==> config.mk <==
export PLATFORM = sky130hd
export DESIGN_NAME = i2c_eeprom_engine
export DESIGN_NICKNAME = d
export VERILOG_FILES = /design/src/rtl/i2c_eeprom_pkg.sv /design/src/rtl/bus_line_mon.sv /design/src/rtl/mem_addr_ctr.sv /design/src/rtl/i2c_eeprom_engine.sv
export SDC_FILE = /design/constraint.sdc
export NUM_CORES = 1
export LEC_CHECK = 0
export BUFFER_PORTS_ARGS = -buffer_cell sky130_fd_sc_hd__buf_4
export CAP_MARGIN = 20
export CORE_MARGIN = 2
export CORE_UTILIZATION = 45
export DETAILED_ROUTE_END_ITERATION = 7
export PLACE_DENSITY = 0.7
export SLEW_MARGIN = 0
export SYNTH_ARGS = -nofsm -noshare
export SYNTH_HDL_FRONTEND = slang
export SYNTH_SLANG_ARGS = --single-unit
==> constraint.sdc <==
create_clock -name clk -period 2.8 [get_ports clk]
set_input_delay 0.14 -clock clk [delete_from_list [all_inputs] [get_ports clk]]
set_output_delay 0.14 -clock clk [all_outputs]
set_load 0.01 [all_outputs]
==> src/rtl/i2c_eeprom_pkg.sv <==
package i2c_eeprom_pkg;

    typedef enum logic [3:0] {
        ST_IDLE,
        ST_DEVADDR,
        ST_DEV_ACK,
        ST_WA_HI,
        ST_WA_HI_ACK,
        ST_WA_LO,
        ST_WA_LO_ACK,
        ST_WDATA,
        ST_WDATA_ACK,
        ST_RD_DATA,
        ST_RD_ACK,
        ST_RD_NEXT,
        ST_WAIT
    } eng_state_t;

    localparam logic [3:0] DEV_TYPE_CODE = 4'b1010;

endpackage

==> src/rtl/bus_line_mon.sv <==
module bus_line_mon #(
    parameter int STAGES = 2
) (
    input  logic clk,
    input  logic rst_n,
    input  logic scl_i,
    input  logic sda_i,
    output logic sda_s,
    output logic scl_rise,
    output logic scl_fall,
    output logic start_ev,
    output logic stop_ev
);
    logic [STAGES-1:0] scl_sh;
    logic [STAGES-1:0] sda_sh;
    logic              scl_prev;
    logic              sda_prev;
    logic              scl_now;

    always_ff @(posedge clk or negedge rst_n) begin
        if (!rst_n) begin
            scl_sh   <= '1;
            sda_sh   <= '1;
            scl_prev <= 1'b1;
            sda_prev <= 1'b1;
        end else begin
            scl_sh   <= {scl_sh[STAGES-2:0], scl_i};
            sda_sh   <= {sda_sh[STAGES-2:0], sda_i};
            scl_prev <= scl_sh[STAGES-1];
            sda_prev <= sda_sh[STAGES-1];
        end
    end

    assign scl_now  = scl_sh[STAGES-1];
    assign sda_s    = sda_sh[STAGES-1];
    assign scl_rise = scl_now & ~scl_prev;
    assign scl_fall = ~scl_now & scl_prev;
    assign start_ev = scl_now & scl_prev & sda_prev & ~sda_s;
    assign stop_ev  = scl_now & scl_prev & ~sda_prev & sda_s;

endmodule

==> src/rtl/mem_addr_ctr.sv <==
module mem_addr_ctr #(
    parameter int AW = 12,
    parameter int PW = 5
) (
    input  logic          clk,
    input  logic          rst_n,
    input  logic          load,
    input  logic [AW-1:0] load_val,
    input  logic          step_seq,
    input  logic          step_page,
    output logic [AW-1:0] cnt
);
    always_ff @(posedge clk or negedge rst_n) begin
        if (!rst_n) begin
            cnt <= '0;
        end else if (load) begin
            cnt <= load_val;
        end else if (step_page) begin
            cnt <= {cnt[AW-1:PW], cnt[PW-1:0] + 1'b1};
        end else if (step_seq) begin
            cnt <= cnt + 1'b1;
        end
    end

endmodule

==> src/rtl/i2c_eeprom_engine.sv <==
module i2c_eeprom_engine
    import i2c_eeprom_pkg::*;
#(
    parameter int ADDR_W      = 12,
    parameter int PAGE_W      = 5,
    parameter int SYNC_STAGES = 2
) (
    input  logic              clk,
    input  logic              rst_n,
    input  logic              scl_i,
    input  logic              sda_i,
    input  logic [2:0]        strap_i,
    output logic              sda_pull_o,
    output logic              mem_rd_o,
    output logic              mem_wr_o,
    output logic [ADDR_W-1:0] mem_addr_o,
    output logic [7:0]        mem_wdata_o,
    input  logic [7:0]        mem_rdata_i
);
    localparam int          HI_W     = ADDR_W - 8;
    localparam logic [3:0]  BITS_IN  = 4'd8;
    localparam logic [3:0]  LAST_OUT = 4'd7;

    eng_state_t        state_q, state_d;
    logic              sda_s, scl_rise, scl_fall, start_ev, stop_ev;
    logic [7:0]        shreg_q;
    logic [3:0]        bitcnt_q;
    logic              rw_q;
    logic              pull_q;
    logic [HI_W-1:0]   wa_hi_q;
    logic [1:0]        load_pipe_q;
    logic [ADDR_W-1:0] ptr;
    logic              rd_go, wr_go, wa_ld;
    logic              byte_done, addr_match;

    bus_line_mon #(.STAGES(SYNC_STAGES)) u_line (
        .clk      (clk),
        .rst_n    (rst_n),
        .scl_i    (scl_i),
        .sda_i    (sda_i),
        .sda_s    (sda_s),
        .scl_rise (scl_rise),
        .scl_fall (scl_fall),
        .start_ev (start_ev),
        .stop_ev  (stop_ev)
    );

    mem_addr_ctr #(.AW(ADDR_W), .PW(PAGE_W)) u_ptr (
        .clk       (clk),
        .rst_n     (rst_n),
        .load      (wa_ld),
        .load_val  ({wa_hi_q, shreg_q}),
        .step_seq  (rd_go),
        .step_page (wr_go),
        .cnt       (ptr)
    );

    assign byte_done  = scl_fall && (bitcnt_q == BITS_IN);
    assign addr_match = (shreg_q[7:4] == DEV_TYPE_CODE) && (shreg_q[3:1] == strap_i);

    // State register
    always_ff @(posedge clk or negedge rst_n) begin
        if (!rst_n) state_q <= ST_IDLE;
        else        state_q <= state_d;
    end

    // Next state and memory request decode
    always_comb begin
        state_d = state_q;
        rd_go   = 1'b0;
        wr_go   = 1'b0;
        wa_ld   = 1'b0;
        if (start_ev) begin
            state_d = ST_DEVADDR;
        end else if (stop_ev) begin
            state_d = ST_IDLE;
        end else begin
            unique case (state_q)
                ST_IDLE, ST_WAIT: state_d = state_q;
                ST_DEVADDR: if (byte_done) begin
                    if (addr_match) begin
                        state_d = ST_DEV_ACK;
                        rd_go   = shreg_q[0];
                    end else begin
                        state_d = ST_WAIT;
                    end
                end
                ST_DEV_ACK:   if (scl_fall) state_d = rw_q ? ST_RD_DATA : ST_WA_HI;
                ST_WA_HI:     if (byte_done) state_d = ST_WA_HI_ACK;
                ST_WA_HI_ACK: if (scl_fall) state_d = ST_WA_LO;
                ST_WA_LO: if (byte_done) begin
                    state_d = ST_WA_LO_ACK;
                    wa_ld   = 1'b1;
                end
                ST_WA_LO_ACK: if (scl_fall) state_d = ST_WDATA;
                ST_WDATA: if (byte_done) begin
                    state_d = ST_WDATA_ACK;
                    wr_go   = 1'b1;
                end
                ST_WDATA_ACK: if (scl_fall) state_d = ST_WDATA;
                ST_RD_DATA:   if (scl_fall && bitcnt_q == LAST_OUT) state_d = ST_RD_ACK;
                ST_RD_ACK: if (scl_rise) begin
                    if (sda_s) begin
                        state_d = ST_WAIT;
                    end else begin
                        state_d = ST_RD_NEXT;
                        rd_go   = 1'b1;
                    end
                end
                ST_RD_NEXT:   if (scl_fall) state_d = ST_RD_DATA;
                default:      state_d = ST_IDLE;
            endcase
        end
    end

    // Outputs and datapath
    always_ff @(posedge clk or negedge rst_n) begin
        if (!rst_n) begin
            shreg_q     <= '0;
            bitcnt_q    <= '0;
            rw_q        <= 1'b0;
            pull_q      <= 1'b0;
            wa_hi_q     <= '0;
            load_pipe_q <= '0;
            mem_rd_o    <= 1'b0;
            mem_wr_o    <= 1'b0;
            mem_addr_o  <= '0;
            mem_wdata_o <= '0;
        end else begin
            mem_rd_o    <= rd_go;
            mem_wr_o    <= wr_go;
            load_pipe_q <= {load_pipe_q[0], rd_go};
            if (rd_go || wr_go) mem_addr_o <= ptr;
            if (wr_go) mem_wdata_o <= shreg_q;

            if (start_ev || stop_ev) begin
                bitcnt_q <= '0;
                pull_q   <= 1'b0;
            end else begin
                unique case (state_q)
                    ST_DEVADDR, ST_WA_HI, ST_WA_LO, ST_WDATA: begin
                        if (scl_rise && bitcnt_q != BITS_IN) begin
                            shreg_q  <= {shreg_q[6:0], sda_s};
                            bitcnt_q <= bitcnt_q + 1'b1;
                        end else if (byte_done) begin
                            bitcnt_q <= '0;
                            pull_q   <= (state_q != ST_DEVADDR) || addr_match;
                            if (state_q == ST_DEVADDR) rw_q <= shreg_q[0];
                            if (state_q == ST_WA_HI) wa_hi_q <= shreg_q[HI_W-1:0];
                        end
                    end
                    ST_DEV_ACK, ST_WA_HI_ACK, ST_WA_LO_ACK, ST_WDATA_ACK: begin
                        if (scl_fall) begin
                            pull_q   <= (state_q == ST_DEV_ACK && rw_q) ? ~shreg_q[7] : 1'b0;
                            bitcnt_q <= '0;
                        end
                    end
                    ST_RD_DATA: begin
                        if (scl_fall) begin
                            if (bitcnt_q == LAST_OUT) begin
                                pull_q   <= 1'b0;
                                bitcnt_q <= '0;
                            end else begin
                                shreg_q  <= {shreg_q[6:0], 1'b0};
                                pull_q   <= ~shreg_q[6];
                                bitcnt_q <= bitcnt_q + 1'b1;
                            end
                        end
                    end
                    ST_RD_NEXT: begin
                        if (scl_fall) begin
                            pull_q   <= ~shreg_q[7];
                            bitcnt_q <= '0;
                        end
                    end
                    default: ;
                endcase
            end

            if (load_pipe_q[1]) shreg_q <= mem_rdata_i;
        end
    end

    assign sda_pull_o = pull_q;

endmodule

Word-level counts from Yosys, hierarchy flattened
Cells that the tools add are included.
{"block": "totals", "mem_bits_ro": 0, "output_inout_bits": 23, "memories": 0, "ram_bits": 0, "latch_bits": 0, "regBits": 64}
{"block": "classes", "reduce_logical": 26, "multipliers": 0, "n_mux": 55, "order_cmp": 0, "n_eq_ne": 41, "n_addsub": 3, "bitwise": 15, "div": 0, "shift": 0}
{"cell": "4-bit 2-to-1 mux", "n": 20}
{"cell": "4-bit != test (second input constant)", "n": 11}
{"cell": "4-bit case mux with 11 select lines", "n": 1}
{"cell": "8-bit 2-to-1 mux", "n": 5}
{"cell": "12-bit 2-to-1 mux", "n": 3}
{"cell": "4-bit equality test (second input constant)", "n": 7}
{"cell": "3-bit != test (second input constant)", "n": 9}
{"cell": "1-bit 2-to-1 mux", "n": 21}
{"cell": "4-bit by 3-bit equality test with 1-bit output (second input constant)", "n": 5}
{"cell": "8-bit case mux with 2 select lines", "n": 1}
{"cell": "5-bit AND reduction", "n": 3}
{"cell": "12-bit by 1-bit adder with 12-bit output (second input constant)", "n": 1}
{"cell": "4-bit case mux with 3 select lines", "n": 1}
{"cell": "11-bit AND reduction", "n": 1}
{"cell": "4-bit by 2-bit equality test with 1-bit output (second input constant)", "n": 2}
{"cell": "4-bit by 1-bit != test with 1-bit output (second input constant)", "n": 2}
{"cell": "1-bit NOT", "n": 8}
{"cell": "4-bit OR reduction", "n": 2}
{"cell": "1-bit bitwise AND", "n": 7}
{"cell": "6-bit AND reduction", "n": 1}
{"cell": "3-bit nonzero test", "n": 2}
{"cell": "5-bit by 1-bit adder with 5-bit output (second input constant)", "n": 1}
{"cell": "1-bit logical AND", "n": 5}
{"cell": "5-bit nonzero test", "n": 1}
{"cell": "17 further kinds", "n": 20}

Longest topological paths before layout
Gate-level depths: netlist of the first run.
{"block": "depth", "ltp_word": 10, "mapped_depth": 9}

Cells and area by module
Synthesis of the first run repeated with hierarchy kept, for this count alone.
{"block": "hier_totals", "hier_cells": 298, "area_unflattened_um2": 3308.2}
{"mod": "i2c_eeprom_engine", "instances": 1, "area_each_um2": 2406.1, "cells_each": 218}
{"mod": "mem_addr_ctr", "instances": 1, "area_each_um2": 711.9, "cells_each": 70}
{"mod": "bus_line_mon", "instances": 1, "area_each_um2": 190.2, "cells_each": 10}

Worst setup path before layout of the first run
No wires, ideal clock.
{"block": "synth_timing", "path_type": "flip-flop to flip-flop", "start": "reg state_q[2]", "end": "reg u_ptr.cnt[11]", "n_path_buf": 1, "setup_ns": 0.126, "stages_incl_launch_ff": 8, "t_arrival_ns": 1.965, "slack_ns": 0.709, "required_ns": 2.674, "path_cell_list": "dfrtp_1 > buf_4 > nand2b_4 > or4_4 > o21a_4 > clkinv_4 > mux2_2 > a221o_1"}
{"block": "synth_between", "elab_chain_cells": 6, "elab_cells_between_ends": 17, "cone_classes": "eq/ne: 5; mux: 10; reduce/logical: 2"}
{"element": "start, declared", "line": "i2c_eeprom_engine.sv:24", "rtl": "eng_state_t state_q, state_d;"}
{"element": "start signal, assigned", "line": "i2c_eeprom_engine.sv:64", "rtl": "else state_q <= state_d;"}
{"element": "4-bit equality test / 4-bit by 1-bit equality test with 1-bit output (equally long branches)", "line": "i2c_eeprom_engine.sv:78", "rtl": "unique case (state_q)"}
{"element": "1-bit case mux with 2 select lines (*)", "line": "i2c_eeprom_engine.sv:78"}
{"element": "1-bit 2-to-1 mux (*)", "line": "i2c_eeprom_engine.sv:75", "rtl": "end else if (stop_ev) begin"}
{"element": "1-bit 2-to-1 mux (*)", "line": "i2c_eeprom_engine.sv:73", "rtl": "if (start_ev) begin"}
{"element": "named net rd_go", "line": "i2c_eeprom_engine.sv:33", "rtl": "logic rd_go, wr_go, wa_ld;"}
{"element": "2-bit nonzero test (no line) (*)"}
{"element": "2-bit AND reduction (no line) (*)"}
{"element": "end signal, assigned", "line": "mem_addr_ctr.sv:17", "rtl": "cnt <= load_val;"}
{"element": "end signal, assigned", "line": "mem_addr_ctr.sv:19", "rtl": "cnt <= {cnt[AW-1:PW], cnt[PW-1:0] + 1'b1};"}
{"element": "end signal, assigned", "line": "mem_addr_ctr.sv:21", "rtl": "cnt <= cnt + 1'b1;"}
{"element": "end, declared", "line": "mem_addr_ctr.sv:11", "rtl": "output logic [AW-1:0] cnt"}
Mark *: on every way through the listed nets, which the timed path passes. The rest lies on a longest branch.
A chain may end at the register's enable or synchronous reset.

Worst setup path after layout of the first run
{"block": "layout_timing", "start": "reg state_q[3]", "end": "reg u_ptr.cnt[11]"}
Same word-level chain as after synthesis.

==> run_results.csv, run 1 <==
group,metric,value,unit
flow_run,cap_viol_max_count,0,
clock_network,cts_buffer_depth,2,
critical_path,cp.arrival,2690,ps
pwr,power_density,712,nW/um^2
placed_design,placed_area,3680,sq um
pwr,p_leak,0.00174,uW
pwr,p_int,1790,uW
finish,drive_gt1_share,28.1,%
pwr,combPwrFrac,29.2,%
synth,synth-edff-count,0,
global_route,grt_max_degree,64,
finish,final_nets,380,
clock_network,cts_resized,0,
route,routed_via_density,5.49,
global_route,antenna_found_initial,0,
die,fp.dieW,90.0,microns
route,ant_nets,0,
sta,fin_worst_skew,7.95,ps
die,die-area,8100,sq um
critical_path,ff2ff_setup_slack,340,ps
critical_path,path_max_fanout,18,
pwr,p_sw_share,36.3,%
clock_network,path_clk_slew,70,ps
route,drt_first_pass_iters,4,
worst_hold_path,hp-start,"mem_rdata_i[2]",
die,initial_core_util,46.1,%
placed_design,gp_congestion,0.913,
critical_path,worst_setup_path_start_kind,"flop",
global_route,grt.total_usage,19.3,%
die,coreArea,7210,sq um
sta,max_slew_margin,47.5,%
synth,synth_warnings,0,
worst_hold_path,hold_path_class,"input pin to flop",
route,wl_per_cell,15.6,microns
critical_path,required,3020,ps
global_route,grt_pass1_wl,12.8,mm
synth,async_flop_share,100,%
worst_hold_path,holdPathStages,3,
sta,slew_viol_final,0,
synth,synth_area_per_cell,10.6,sq um
sta,rsz0062_at_grt,"no",
critical_path,crit_type,"flop to flop",
die,ioPinCount,38,
sta,tns,0,ps
sta,tightest_slew,788,ps
synth,syn_inst,313,
route,num_vias,2558,
sta,hold_viol,0,
route,drt-total-wl,7.29,mm
sta,max_freq,406,MHz
critical_path,r2r-end,"u_ptr.cnt[11]",
critical_path,endpoint,"u_ptr.cnt[11]",
pwr,switchingPower,1020,uW
placed_design,hpwl,5.06,mm
pwr,p_clk_share,25.2,%
critical_path,crit_start,"state_q[3]",
synth,synth_area,3330,sq um
synth,ys_types,64,
run_status,status,"completed",
finish,final_area,3950,sq um
sta,period_share,88.0,%
clock_network,cts_tree,"built",
critical_path,crit_path_end_kind,"flop",
sta,fin_crit,2460,ps
synth,ys_ff_latch,63,
global_route,grt_pass1_vias,2571,
synth,synth_flop_cell,"dfrtp_1",
route,first_iter_violations,207,
pwr,p_seq_share,45.6,%
die,placementRows,31,
clock_network,cts.sinks,63,
critical_path,reg2reg_depth,6,
synth,syn_nets,331,
finish,area_delta_synth_final,18.5,%
placed_design,io_buffers,37,
critical_path,r2r-start,"state_q[3]",
global_route,grt-ovfl-total,0,
die,die_height,90.0,microns
clock_network,cts_buffers,9,
sta,setup_viol,0,
synth,yosysSeqAreaShare,47.6,%
pwr,ir_drop,0.327,mV
clock_network,clockRootBuffer,"clkbuf_8",
route,drc,0,
clock_network,ctsHtreeMaxLevel,3,
clock_network,clock_latency,340,ps
finish,num_antenna_cells,0,
-- layout by cell type, fill, tap and decap left out, drive strengths merged, types with 11 or more instances in the layout --
master	Yosys	layout
buf	10	42
nand2	29	29
mux2	27	27
nor2	18	18
o21ai	26	26
a21oi	17	17
dfrtp	57	57
clkbuf	3	11
nand3	14	14
mux2i	11	11
-- repair_timing --
action                    4_1_cts  5_1_grt
setup buffers                   0        0
hold buffers                    9        0
hold endpoints to repair       65        0
-- worst min path at each step --
| stage | end | slack, ps |
|---|---|---|
| 2_1_floorplan | bitcnt_q[0] | -160 |
| 3_3_place_gp | u_line.scl_sh[0] | 250 |
| 3_5_place_dp | u_line.scl_sh[0] | 250 |
| 4_1_cts | shreg_q[2] | 9 |
| 5_1_grt | shreg_q[2] | 9 |
| 6_report | shreg_q[2] | 20 |
-- through the flow --
step	setup WS (ps)	utilization, %	power (uW)	cells	hold WS [ps]
2_1_floorplan	709	-	1860	313	-156
3_3_place_gp	422	51.0	2090	441	248
3_5_place_dp	380	51.0	2100	441	252
4_1_cts	360	54.7	2840	466	8.89
5_1_grt	169	54.7	3010	466	8.81
6_report	337	54.7	2810	466	23.0
-- synthesized netlist by cell type, drive strengths merged (3+ instances only) --
cell type  instances  area share, %
dfrtp             57             43
dfstp              6            4.7
nor2              18            2.0
nor3               7            1.1
mux2i             11            3.3
nand2b             8            1.7
ha                 3            1.1
a31o               3           0.79
nor2b              5           0.94
o21ai             26            3.9
xnor2              3           0.79
o22ai              5           0.94
a21oi             17            2.6
nand3             14            2.3
clkbuf             3           0.34
a211oi             4            1.2
and3               3           0.56
inv                6           0.68
xor2               5            1.3
buf               10            2.3
nand2             29            3.3
mux2              27            9.1
and2               3           0.56
-- critical path: stages, from the launching register on --
cell	delay [ps]
dfrtp_1	730
nand2b_1	160
or4_4	570
o21a_4	180
clkinv_4	80
mux2_2	330
a221o_1	280
-- logic make-up (layout without fill, tap and decap cells) --
logic type | after synthesis | in the layout | share of synthesized area [%]
fa+ha+maj | 3 | 3 | 1.13
simple gates | 103 | 103 | 17.4
mux | 38 | 38 | 12.4
compound gates | 77 | 77 | 15.6
xor+xnor | 8 | 8 | 2.10
buf+inv | 21 | 75 | 3.72
flops | 63 | 63 | 47.6
-- registers in the layout, summed over array words and instances, names as in the netlist --
signal           count
mem_addr_o          12
u_ptr.cnt           12
mem_wdata_o          8
shreg_q              8
bitcnt_q             4
state_q              4
wa_hi_q              4
load_pipe_q          2
u_line.scl_sh        2
u_line.sda_sh        2
mem_wr_o             1
rw_q                 1
sda_pull_o           1
u_line.scl_prev      1
u_line.sda_prev      1
-- power groups by stage --
stage	Sequential (uW)	Combinational (uW)	Clock, uW
2_1_floorplan	1190	673	0
3_3_place_gp	1290	796	0
3_5_place_dp	1300	805	0
4_1_cts	1280	819	737
5_1_grt	1320	920	778
6_report	1280	820	708
-- area by class of cell --
cell class	instances	area, sq um
clock buffers	11	141
clock inverters	5	33.8
fillers	672	3270
inverters	8	35.0
multi-input cells	229	1620
flip-flops and latches	63	1580
well taps	99	124
repair buffers	51	405
-- layer usage --
layer	vias up	global-route usage, %	share of wire [%]
met1	1226	28.1	47
met5	-	0	0
li1	1239	-	-
met4	0	7.44	1.8
met2	81	28.3	46
met3	12	4.19	5.1
No activity file was read; power rests on OpenSTA's default activity.
==> run 2, diff against run 1 <==
--- a/config.mk
+++ b/config.mk
@@ -10,7 +10,8 @@
 export CORE_MARGIN = 2
 export CORE_UTILIZATION = 45
 export DETAILED_ROUTE_END_ITERATION = 7
-export PLACE_DENSITY = 0.7
+export MAX_ROUTING_LAYER = met4
+export PLACE_DENSITY = 0.73
 export SLEW_MARGIN = 0
 export SYNTH_ARGS = -nofsm -noshare
 export SYNTH_HDL_FRONTEND = slang
==> constraint.sdc (replaced) <==
create_clock -name clk -period 2 [get_ports clk]
set_input_delay 0.1 -clock clk [delete_from_list [all_inputs] [get_ports clk]]
set_output_delay 0.1 -clock clk [all_outputs]
set_load 0.01 [all_outputs]
==> run 2 against run 1 <==
The run now ends with setup timing left. Critical endpoint is now mem_addr_o[2]. Worst hold slack gained 330 ps. Largest cell class unchanged. Sequential power rose by 26%. Register-to-register slack got worse by 380 ps. Clock-buffer cell count down 2.
==> run_results.csv, run 2 (same netlist as run 1, synthesis figures left out) <==
group,metric,value,unit
clock_network,cts_buffer_depth,2,
finish,drive_gt1_share,46.4,%
die,ioPinCount,38,
pwr,p_leak,0.00210,uW
critical_path,crit_start,"state_q[1]",
critical_path,required,2230,ps
route,drt-total-wl,8.40,mm
critical_path,worst_setup_path_start_kind,"flop",
clock_network,path_clk_slew,70,ps
sta,tns,-180,ps
critical_path,path_max_fanout,17,
sta,slew_viol_final,0,
route,num_vias,2881,
placed_design,hpwl,5.92,mm
sta,fin_crit,2040,ps
critical_path,cp.arrival,2270,ps
worst_hold_path,hp-start,"u_line.scl_sh[0]",
pwr,p_sw_share,36.3,%
finish,final_common_cell,"buf_4",
route,routed_via_density,5.46,
critical_path,r2r-end,"mem_addr_o[2]",
run_status,status,"complete, but fails checks",
pwr,power_density,997,nW/um^2
pwr,p_seq_share,34.6,%
pwr,switchingPower,1680,uW
clock_network,ctsHtreeMaxLevel,3,
route,wl_per_cell,15.9,microns
global_route,grt_pass1_vias,2817,
critical_path,ff2ff_setup_slack,-40,ps
clock_network,cts.sinks,63,
die,coreArea,7210,sq um
sta,setup_ws,-38.3,ps
global_route,grt-ovfl-total,0,
finish,final_cell_mix,"91 x buf_4, 55 x dfrtp_1, 27 x nand2_1",
route,first_iter_violations,193,
placed_design,gp_congestion,0.912,
pwr,p_int,2950,uW
route,drt_first_pass_iters,4,
global_route,grt_pass1_wl,13.8,mm
placed_design,dp.cells,491,
clock_network,cts_tree,"built",
pwr,ir_drop,0.542,mV
critical_path,r2r-start,"state_q[1]",
die,initial_core_util,46.1,%
critical_path,reg2reg_depth,6,
worst_hold_path,holdPathStages,0,
worst_hold_path,hold_path_class,"flop to flop",
sta,timing.hold.ws,356,ps
global_route,antenna_found_initial,0,
clock_network,clock_latency,360,ps
clock_network,clockRootBuffer,"clkbuf_8",
flow_run,cap_viol_max_count,0,
die,fp.dieW,90.0,microns
pwr,p_clk_share,21.4,%
sta,max_freq,491,MHz
sta,fin_worst_skew,14.4,ps
run_status,violations,"setup timing",
die,die-area,8100,sq um
placed_design,io_buffers,37,
global_route,grt_max_degree,64,
sta,period_share,102,%
worst_hold_path,hold_end,"u_line.scl_sh[1]",
placed_design,placed_area,4110,sq um
sta,setup_viol,8,
finish,num_antenna_cells,0,
route,drc,0,
sta,max_slew_margin,47.8,%
critical_path,crit_type,"flop to flop",
clock_network,cts_buffers,9,
sta,tightest_slew,783,ps
pwr,combPwrFrac,43.9,%
finish,reg_top3,"mem_addr_o x12, u_ptr.cnt x12",
sta,hold_viol,0,
die,placementRows,31,
finish,area_delta_synth_final,39.6,%
die,die_height,90.0,microns
sta,rsz0062_at_grt,"yes",
finish,final_nets,442,
global_route,grt.total_usage,22.1,%
finish,final_area,4650,sq um
finish,fin_cells,528,
critical_path,crit_path_end_kind,"flop",
route,ant_nets,0,
## run 2: worst max-delay path by stage
stage                    end  cells past startpoint
2_1_floorplan  u_ptr.cnt[11]                      7
4_1_cts        mem_addr_o[2]                      7
5_1_grt        mem_addr_o[2]                      6
6_report       mem_addr_o[2]                      6
3_3_place_gp   u_ptr.cnt[11]                      6
3_5_place_dp    u_ptr.cnt[6]                      9
## run 2: repair_timing
| item | CTS | global route |
|---|---|---|
| hold endpoints to repair | 67 | 0 |
| gates cloned | 0 | 1 |
| pin swaps | 6 | 16 |
| setup buffers | 6 | 3 |
| hold buffers | 11 | 0 |
| endpoints found under the setup margin | 20 | 41 |
| resized for setup | 10 | 40 |
## run 2: power by group through the flow
stage / clock network (uW) / registers (uW) / logic (uW)
3_5_place_dp: 0 / 1630 / 1730
6_report: 992 / 1610 / 2040
2_1_floorplan: 0 / 1670 / 962
4_1_cts: 1020 / 1600 / 1840
5_1_grt: 1080 / 1630 / 2220
3_3_place_gp: 0 / 1620 / 1710
## run 2: area by class of cell
type                            count  area, sq um
Fill cell                         603         2560
Clock inverter                      7         48.8
Multi-Input combinational cell    229         1790
Timing Repair Buffer              113          937
Sequential cell                    63         1590
Clock buffer                        9          124
Inverter                            8         35.0
Tap cell                           99          124
## run 2: per-layer routing
metal  vias to the layer above  share of wire (%)  global-route usage [%]
met3                        14                5.3                    4.36
met2                        79                 48                    33.3
met1                      1417                 45                    29.8
met4                         0                1.6                    7.95
met5                         -                  0                       -
li1                       1371                  -                       -
## run 2: worst max-delay path, cell delays in order (launching register included)
cell and delay (ps):
dfrtp_2 470, nor4b_4 380, nand4_2 190, buf_4 180
o211ai_4 170, buf_12 180, mux2_2 350
## run 2: through the flow
step                      util, %  worst slack (ps)  total power (uW)
final                        64.4             -38.3              4630
after global routing         64.4              -112              4920
after CTS                    62.0             -52.5              4460
after detailed placement     56.9             -87.7              3360
after global placement       56.9             -35.8              3330
after floorplan                 -             -79.6              2630
